--- config.mk ---
export PLATFORM = sky130hd
export DESIGN_NAME = aligned_piece_seq
export DESIGN_NICKNAME = d
export VERILOG_FILES = /design/src/rtl/aligned_piece_seq.sv
export SDC_FILE = /design/constraint.sdc
export NUM_CORES = 1
export LEC_CHECK = 0
export ABC_AREA = 1
export ABC_CLOCK_PERIOD_IN_PS = 3900
export BUFFER_PORTS_ARGS = -buffer_cell sky130_fd_sc_hd__buf_2
export CORE_MARGIN = 3
export CORE_UTILIZATION = 55
export CTS_CLUSTER_SIZE = 10
export DETAILED_ROUTE_END_ITERATION = 6
export PLACE_DENSITY = 0.82
export SKIP_LAST_GASP = 1
export SLEW_MARGIN = 10
export SYNTH_ARGS = -nofsm -noshare
export SYNTH_HDL_FRONTEND = slang
export SYNTH_SLANG_ARGS = --single-unit
--- constraint.sdc ---
create_clock -name clk -period 3.9 [get_ports clk]
set_input_delay 0.39 -clock clk [delete_from_list [all_inputs] [get_ports clk]]
set_output_delay 0.39 -clock clk [all_outputs]
set_load 0.02 [all_outputs]
--- src/rtl/aligned_piece_seq.sv ---
module aligned_piece_seq #(
  parameter int ADDR_W    = 32,
  parameter int CNT_W     = 16,
  parameter int BURST_MAX = 240
) (
  input  logic              clk,
  input  logic              rst_n,
  input  logic              start,
  input  logic              start_rd,
  input  logic [ADDR_W-1:0] start_addr,
  input  logic [CNT_W-1:0]  start_len,
  input  logic              pc_ready,
  output logic              pc_valid,
  output logic [2:0]        pc_op,
  output logic [ADDR_W-1:0] pc_addr,
  output logic [CNT_W:0]    pc_len,
  output logic [CNT_W:0]    pc_offset,
  output logic              busy,
  output logic              done,
  output logic              err
);
  localparam int RW = CNT_W + 1;

  logic              rd_q;
  logic [ADDR_W-1:0] addr_q;
  logic [RW-1:0]     rem_q, off_q;

  wire [2:0]    al     = addr_q[2:0];
  wire          sel2   = (al == 3'd2) || (al == 3'd6) || (rem_q == RW'(2));
  wire          sel4   = (al == 3'd4) || (rem_q <= RW'(6));
  wire [RW-1:0] floor8 = rem_q & ~RW'(7);
  wire [RW-1:0] blen   = (floor8 > RW'(BURST_MAX)) ? RW'(BURST_MAX) : floor8;

  assign pc_len    = sel2 ? RW'(2) : (sel4 ? RW'(4) : blen);
  assign pc_op     = {~sel2 & ~sel4, ~sel2 & sel4, ~rd_q};
  assign pc_valid  = busy;
  assign pc_addr   = addr_q;
  assign pc_offset = off_q;

  wire          bad    = start_addr[0] | (start_rd & start_len[0]);
  wire [RW-1:0] padded = {1'b0, start_len} + RW'(start_len[0]);
  wire          fire   = pc_valid & pc_ready;

  always_ff @(posedge clk) begin
    if (!rst_n) begin
      busy   <= 1'b0;
      done   <= 1'b0;
      err    <= 1'b0;
      rd_q   <= 1'b0;
      addr_q <= '0;
      rem_q  <= '0;
      off_q  <= '0;
    end else begin
      done <= 1'b0;
      err  <= 1'b0;
      if (!busy) begin
        if (start) begin
          if (bad) err <= 1'b1;
          else if (padded == '0) done <= 1'b1;
          else begin
            busy   <= 1'b1;
            rd_q   <= start_rd;
            addr_q <= start_addr;
            rem_q  <= padded;
            off_q  <= '0;
          end
        end
      end else if (fire) begin
        addr_q <= addr_q + ADDR_W'(pc_len);
        rem_q  <= rem_q - pc_len;
        off_q  <= off_q + pc_len;
        if (rem_q == pc_len) begin
          busy <= 1'b0;
          done <= 1'b1;
        end
      end
    end
  end
endmodule


==> impl_metrics.env, run 1 <==
export IMPL_vias=7890
export IMPL_grt_first_pass_wirelength_mm=32.8
export IMPL_crit_family="simple AND/OR/NAND/NOR gates"
export IMPL_final_hold_viol_count=0
export IMPL_clk_pin_slew_ns=0.05
export IMPL_cp_start_kind="register"
export IMPL_finClkSkew_ns=0.0101
export IMPL_drive_gt1_share_pct=12.9
export IMPL_post_route_min_period_ns=3.52
export IMPL_synthTopCellsByArea="nand2_1 (22%), dfxtp_1 (20%), nand3_1 (12%)"
export IMPL_ir_worst_vdd_v=0.000197
export IMPL_fp_dieH_um=117
export IMPL_clock_path_buffers=2
export IMPL_p_leak_nw=4.07
export IMPL_die_area_um2=13800
export IMPL_final_antenna_net_count=0
export IMPL_yosysTopAreaCell="nand2_1"
export IMPL_setup_tns_ns=0
export IMPL_final_cells=1475
export IMPL_first_pass_iters=5
export IMPL_setup_viol=0
export IMPL_status="completed"
export IMPL_port_buffers=114
export IMPL_seq_area_um2=1360
export IMPL_num_antenna_cells=0
export IMPL_fp_dieW_um=117
export IMPL_worst_path_buf_inv=5
export IMPL_dr_first_iter_drc_count=599
export IMPL_yosysWarningCount=0
export IMPL_power_density_nw_per_um2=346
export IMPL_final_cell_mix="nand2_1 (389), nand3_1 (169), inv_1 (117)"
export IMPL_clock_latency_ns=0.35
export IMPL_rsz0062_at_grt="no"
export IMPL_slowest_stage="ha_1"
export IMPL_slew_headroom_pct=41.9
export IMPL_final_nets=1407
export IMPL_cpPeakStageDelay_ns=0.37
export IMPL_io_pins=126
export IMPL_start_util_pct=56.6
export IMPL_grt_max_degree=58
export IMPL_maxCapViolCount=0
export IMPL_num_rows=40
export IMPL_endpoint_kind="register"
export IMPL_gp_congestion=0.944
export IMPL_fillerInstances=1200
export IMPL_clockRootBuffer="clkbuf_16"
export IMPL_worstPathArrival_ns=3.78
export IMPL_grt_pass1_vias=7086
export IMPL_tightest_slew_ns=0.870
export IMPL_max_freq_ghz=0.284
export IMPL_ys_types=34
export IMPL_wl_mm=20.0
export IMPL_synth_top_cell_area_share_pct=21.6
export IMPL_critical_path_class="register to register"
export IMPL_wl_per_cell_um=13.5
export IMPL_place_inst=1461
export IMPL_hp_class="input port to register"
export IMPL_post_cts_buffers=0
export IMPL_finalCritPeriodShare_pct=90.4
export IMPL_drc_errors=0
export IMPL_required_ns=4.16
export IMPL_grt_overflow=0
export IMPL_numCtsBuffers=9
export IMPL_syn_to_final_growth_pct=14.8
export IMPL_syn_area_per_cell_um2=5.75
export IMPL_slew_viol_final=0
export IMPL_ys_seq_elements=68
export IMPL_antenna_found_initial=0
export IMPL_core_um2=12100
export IMPL_grtUsageTotal_pct=28.0
export IMPL_synth_seq_area_share_pct=19.9
export IMPL_htreeDepth=3
export IMPL_critPathMaxFanout=6
export IMPL_viasPerCell=5.35
export IMPL_multi_input_area_um2=4890
export IMPL_netlist_instances=1188
export IMPL_cts_sinks=68
export IMPL_critPathMostFrequentCell="nand2_1"
export IMPL_final_common_cell="nand2_1"
export IMPL_synth_area_um2=6830
export IMPL_dpl_hpwl_mm=14.9
export IMPL_cts_tree="yes"
[worst min-delay path, delay by kind of cell]
family / cells / cell delay, ns
AOI/OAI and AO/OA: 1 / 0.04
and+or+nand+nor: 1 / 0.07
buffers and inverters: 1 / 0.07
[through the flow]
step	utilization [%]	instance area, um2	setup slack (ns)	total power, W	hold slack (ns)
finish	65.0	7840	0.376	0.00271	0.276
global route	65.0	7840	0.0280	0.00288	0.293
CTS	64.8	7810	0.0272	0.00270	0.270
detailed placement	62.2	7500	0.0818	0.00183	0.460
global placement	62.2	7500	0.173	0.00181	0.451
floorplan	-	6950	0.412	0.00158	0.439
[synth_stat cells, drive strengths merged]
master and instances:
a21oi 104, o21ai 36, and3 1, a31oi 2, xnor2 5, ha 47
o21a 3, nor4 2, or2 18, nor2 101, o21bai 9, clkbuf 21
nor3 17, buf 28, nand2 395, a21o 5, nand3b 6, inv 119
fa 3, o31ai 2, conb 2, nand4 12, dfxtp 68, nand3 169
xor2 11, clkinv 2
[kinds of logic (layout without fill, tap and decap cells)]
group | after synthesis | in the layout | share of synthesized area [%]
AO/OA/AOI/OAI | 161 | 161 | 12.5
adder cells (fa/ha/maj) | 50 | 50 | 9.49
AND/OR/NAND/NOR | 721 | 721 | 45.1
buffers and inverters | 170 | 255 | 10.8
other | 2 | 36 | 0.110
XOR/XNOR | 16 | 16 | 2.05
flip-flops | 68 | 68 | 19.9
[area by class of cell]
cell class,instances,area share (%)
Clock buffer,13,3.58
Clock inverter,1,0.383
Inverter,121,5.79
Multi-Input combinational cell,984,62.3
Sequential cell,68,17.4
Tap cell,168,2.68
Timing Repair Buffer,120,7.85
[metal layers]
| layer | vias up | part of all wire (%) | wire length (um) | global-route usage [%] |
|---|---|---|---|---|
| met5 | - | 0 | 0 | 0 |
| met4 | 0 | 2.6 | 523 | 9.31 |
| met3 | 39 | 5.9 | 1180 | 4.73 |
| met2 | 266 | 48 | 9600 | 48.6 |
| met1 | 3529 | 43 | 8660 | 35.3 |
| li1 | 4056 | - | - | - |
[where the power goes]
group	switching, W	total, W	leakage, nW	internal (W)
clock	0.000311	0.000869	0.154	0.000558
sequential	0.0000493	0.000784	0.554	0.000735
combinational	0.000703	0.00106	3.36	0.000357
total	0.00106	0.00271	4.07	0.00165
[worst paths after layout]
| path | slack (ns) | from | endpoint | depth (start not counted) |
|---|---|---|---|---|
| worst max-delay path | 0.38 | rem_q[9]$_SDFFE_PN0P_ | pc_addr[23]$_SDFFE_PN0P_ | 25 |
| worst min-delay path | 0.28 | start_addr[0] | err$_SDFF_PP0_ | 3 |
| worst min register to register | 0.47 | rd_q$_SDFFE_PN0P_ | rd_q$_SDFFE_PN0P_ | 2 |
| worst max register to register | 0.38 | rem_q[9]$_SDFFE_PN0P_ | pc_addr[23]$_SDFFE_PN0P_ | 25 |
[repair_timing]
action,4_1_cts,5_1_grt
resized for setup,0,6
hold buffers,0,0
endpoints found under the setup margin,0,34
[flip-flops by register name, summed over array words and instances (netlist names)]
| signal | cells |
|---|---|
| pc_addr | 32 |
| rem_q | 16 |
| err | 1 |
| rd_q | 1 |
| pc_offset | 16 |
| busy | 1 |
| done | 1 |
No activity file was read; power rests on OpenSTA's default activity.
==> inputs of run 2 (changes only) <==
--- a/config.mk
+++ b/config.mk
@@ -12,7 +12,7 @@
 export CORE_UTILIZATION = 55
 export CTS_CLUSTER_SIZE = 10
 export DETAILED_ROUTE_END_ITERATION = 6
-export PLACE_DENSITY = 0.82
+export PLACE_DENSITY_LB_ADDON = 0.25
 export SKIP_LAST_GASP = 1
 export SLEW_MARGIN = 10
 export SYNTH_ARGS = -nofsm -noshare
==> run 2 against run 1 <==
Compared with the run above: routed wire length grew 0.26%; combinational power hardly changed; clock skew shrank 0.0024 ns; sequential share of layout area about the same; first-iteration DRC count decreased by 8.8%; critical endpoint is now pc_addr[17]$_SDFFE_PN0P_; power is 1.8% lower; via count up 0.75%; critical path type unchanged; utilization up 0.083 points.
==> impl_metrics.env, run 2 (synthesized netlist as in run 1, its figures left out) <==
export IMPL_status="completed"
export IMPL_largest_register_ffs=32
export IMPL_final_cells=1483
export IMPL_io_pins=126
export IMPL_cts_tree="yes"
export IMPL_reg2reg_depth=19
export IMPL_setup_viol=0
export IMPL_final_nets=1413
export IMPL_clkPwrFrac_pct=30.8
export IMPL_grt_pass1_vias=7250
export IMPL_final_cell_mix="nand2_1 (391), nand3_1 (168), inv_1 (117)"
export IMPL_wl_mm=20.0
export IMPL_endpoint_kind="register"
export IMPL_grt_max_degree=54
export IMPL_tightest_slew_ns=0.856
export IMPL_grt_first_pass_wirelength_mm=33.3
export IMPL_r2r_start="rem_q[9]$_SDFFE_PN0P_"
export IMPL_clock_latency_ns=0.35
export IMPL_dr_first_iter_drc_count=546
export IMPL_hold_end="err$_SDFF_PP0_"
export IMPL_antenna_found_initial=0
export IMPL_grtUsageTotal_pct=28.4
export IMPL_p_sw_share_pct=40.4
export IMPL_rr_endpoint="pc_addr[17]$_SDFFE_PN0P_"
export IMPL_final_common_cell="nand2_1"
export IMPL_critical_path_class="register to register"
export IMPL_crit_path_cell_trace="or2_2, nor4_2, nand4_1, o21ai_2, buf_4, buf_4, nor2_2, fa_1, nand3_1, nand3_1, nand2_1, nand3_1, nand2_1, nand2_1, or2_2, nand3_1, nand2_1, nand2_1, a21oi_1"
export IMPL_required_ns=4.10
export IMPL_slowest_stage="fa_1"
export IMPL_num_rows=40
export IMPL_maxCapViolCount=0
export IMPL_power_density_nw_per_um2=339
export IMPL_first_pass_iters=5
export IMPL_numCtsBuffers=9
export IMPL_worstHoldStart="start_addr[0]"
export IMPL_final_hold_viol_count=0
export IMPL_cts_sinks=68
export IMPL_finalCritPeriodShare_pct=90.1
export IMPL_clk_pin_slew_ns=0.06
export IMPL_core_um2=12100
export IMPL_cp_start_kind="register"
export IMPL_finClkSkew_ns=0.00765
export IMPL_start_util_pct=56.6
export IMPL_cpPeakStageDelay_ns=0.48
export IMPL_slew_viol_final=0
export IMPL_r2r_setup_slack_ns=0.39
export IMPL_hold_buffers=0
export IMPL_syn_to_final_growth_pct=15.0
export IMPL_max_freq_ghz=0.285
export IMPL_net_switching_power_w=0.00108
export IMPL_internal_power_w=0.00159
export IMPL_final_util_pct=65.1
export IMPL_critPathMostFrequentCell="nand2_1"
export IMPL_clockRootBuffer="clkbuf_16"
export IMPL_slew_headroom_pct=42.9
export IMPL_wl_per_cell_um=13.5
export IMPL_p_leak_nw=4.10
export IMPL_worstPathArrival_ns=3.72
export IMPL_setup_tns_ns=0
export IMPL_gp_congestion=0.977
export IMPL_ir_worst_vdd_v=0.000250
export IMPL_p_seq_share_pct=29.3
export IMPL_dpl_hpwl_mm=15.1
export IMPL_hp_class="input port to register"
export IMPL_fp_dieW_um=117
export IMPL_grt_overflow=0
export IMPL_post_route_min_period_ns=3.51
export IMPL_comb_power_share_pct=39.9
export IMPL_port_buffers=114
export IMPL_vias=7949
export IMPL_final_antenna_net_count=0
export IMPL_viasPerCell=5.36
export IMPL_fp_dieH_um=117
export IMPL_die_area_um2=13800
export IMPL_drive_gt1_share_pct=13.2
export IMPL_clock_path_buffers=2
export IMPL_place_inst=1465
export IMPL_hold_path_depth=3
export IMPL_critPathMaxFanout=8
export IMPL_drc_errors=0
export IMPL_htreeDepth=3
export IMPL_num_antenna_cells=0
run 2: cell type report:
class                   instances  area (um2)
fillers                      1242        4210
flip-flops and latches         68        1360
multi-input cells             984        4880
clock buffers                  11         233
well taps                     168         210
clock inverters                 5        52.6
repair buffers                126         661
inverters                     121         454
run 2: critical path, delay by kind of cell, from the launching register on:
family                   cells  cell delay [ns]
buffers and inverters        2             0.25
AO/OA/AOI/OAI                2             0.29
AND/OR/NAND/NOR             14             2.03
flip-flops                   1             0.32
adder cells (fa/ha/maj)      1             0.48
run 2: worst max-delay path by stage:
stage                     startpoint                       end  slack [ns]
2_1_floorplan  rem_q[9]$_SDFFE_PN0P_  pc_addr[17]$_SDFFE_PN0P_        0.41
6_report       rem_q[9]$_SDFFE_PN0P_  pc_addr[17]$_SDFFE_PN0P_        0.39
3_3_place_gp   rem_q[9]$_SDFFE_PN0P_  pc_addr[17]$_SDFFE_PN0P_        0.28
4_1_cts        rem_q[9]$_SDFFE_PN0P_  pc_addr[17]$_SDFFE_PN0P_         0.1
3_5_place_dp   rem_q[9]$_SDFFE_PN0P_  pc_addr[17]$_SDFFE_PN0P_        0.13
5_1_grt        rem_q[9]$_SDFFE_PN0P_  pc_addr[17]$_SDFFE_PN0P_       -0.03
run 2: what timing repair did:
item	in CTS	in global routing
buffers inserted	0	2
resized for setup	0	5
endpoints found under the setup margin	0	35
run 2: stage by stage:
step / hold slack (ns) / total power, W / worst slack [ns] / instance area, um2
2_1_floorplan: 0.439 / 0.00158 / 0.412 / 6950
3_3_place_gp: 0.452 / 0.00182 / 0.285 / 7530
3_5_place_dp: 0.462 / 0.00183 / 0.132 / 7530
4_1_cts: 0.263 / 0.00265 / 0.0958 / 7820
5_1_grt: 0.292 / 0.00283 / -0.0265 / 7850
6_report: 0.268 / 0.00266 / 0.386 / 7850
run 2: power by group through the flow:
stage	combinational (W)	sequential [W]	clock, W
global placement	0.00103	0.000794	0
global route	0.00119	0.000788	0.000850
floorplan	0.000763	0.000812	0
CTS	0.00104	0.000781	0.000829
detailed placement	0.00103	0.000795	0
finish	0.00106	0.000781	0.000820
run 2: routing by layer:
metal,vias up,track usage (%),part of all wire [%]
li1,4084,-,-
met1,3617,34.3,44
met4,0,10.2,3.0
met3,41,4.92,4.8
met5,-,0,0
met2,207,50.7,48
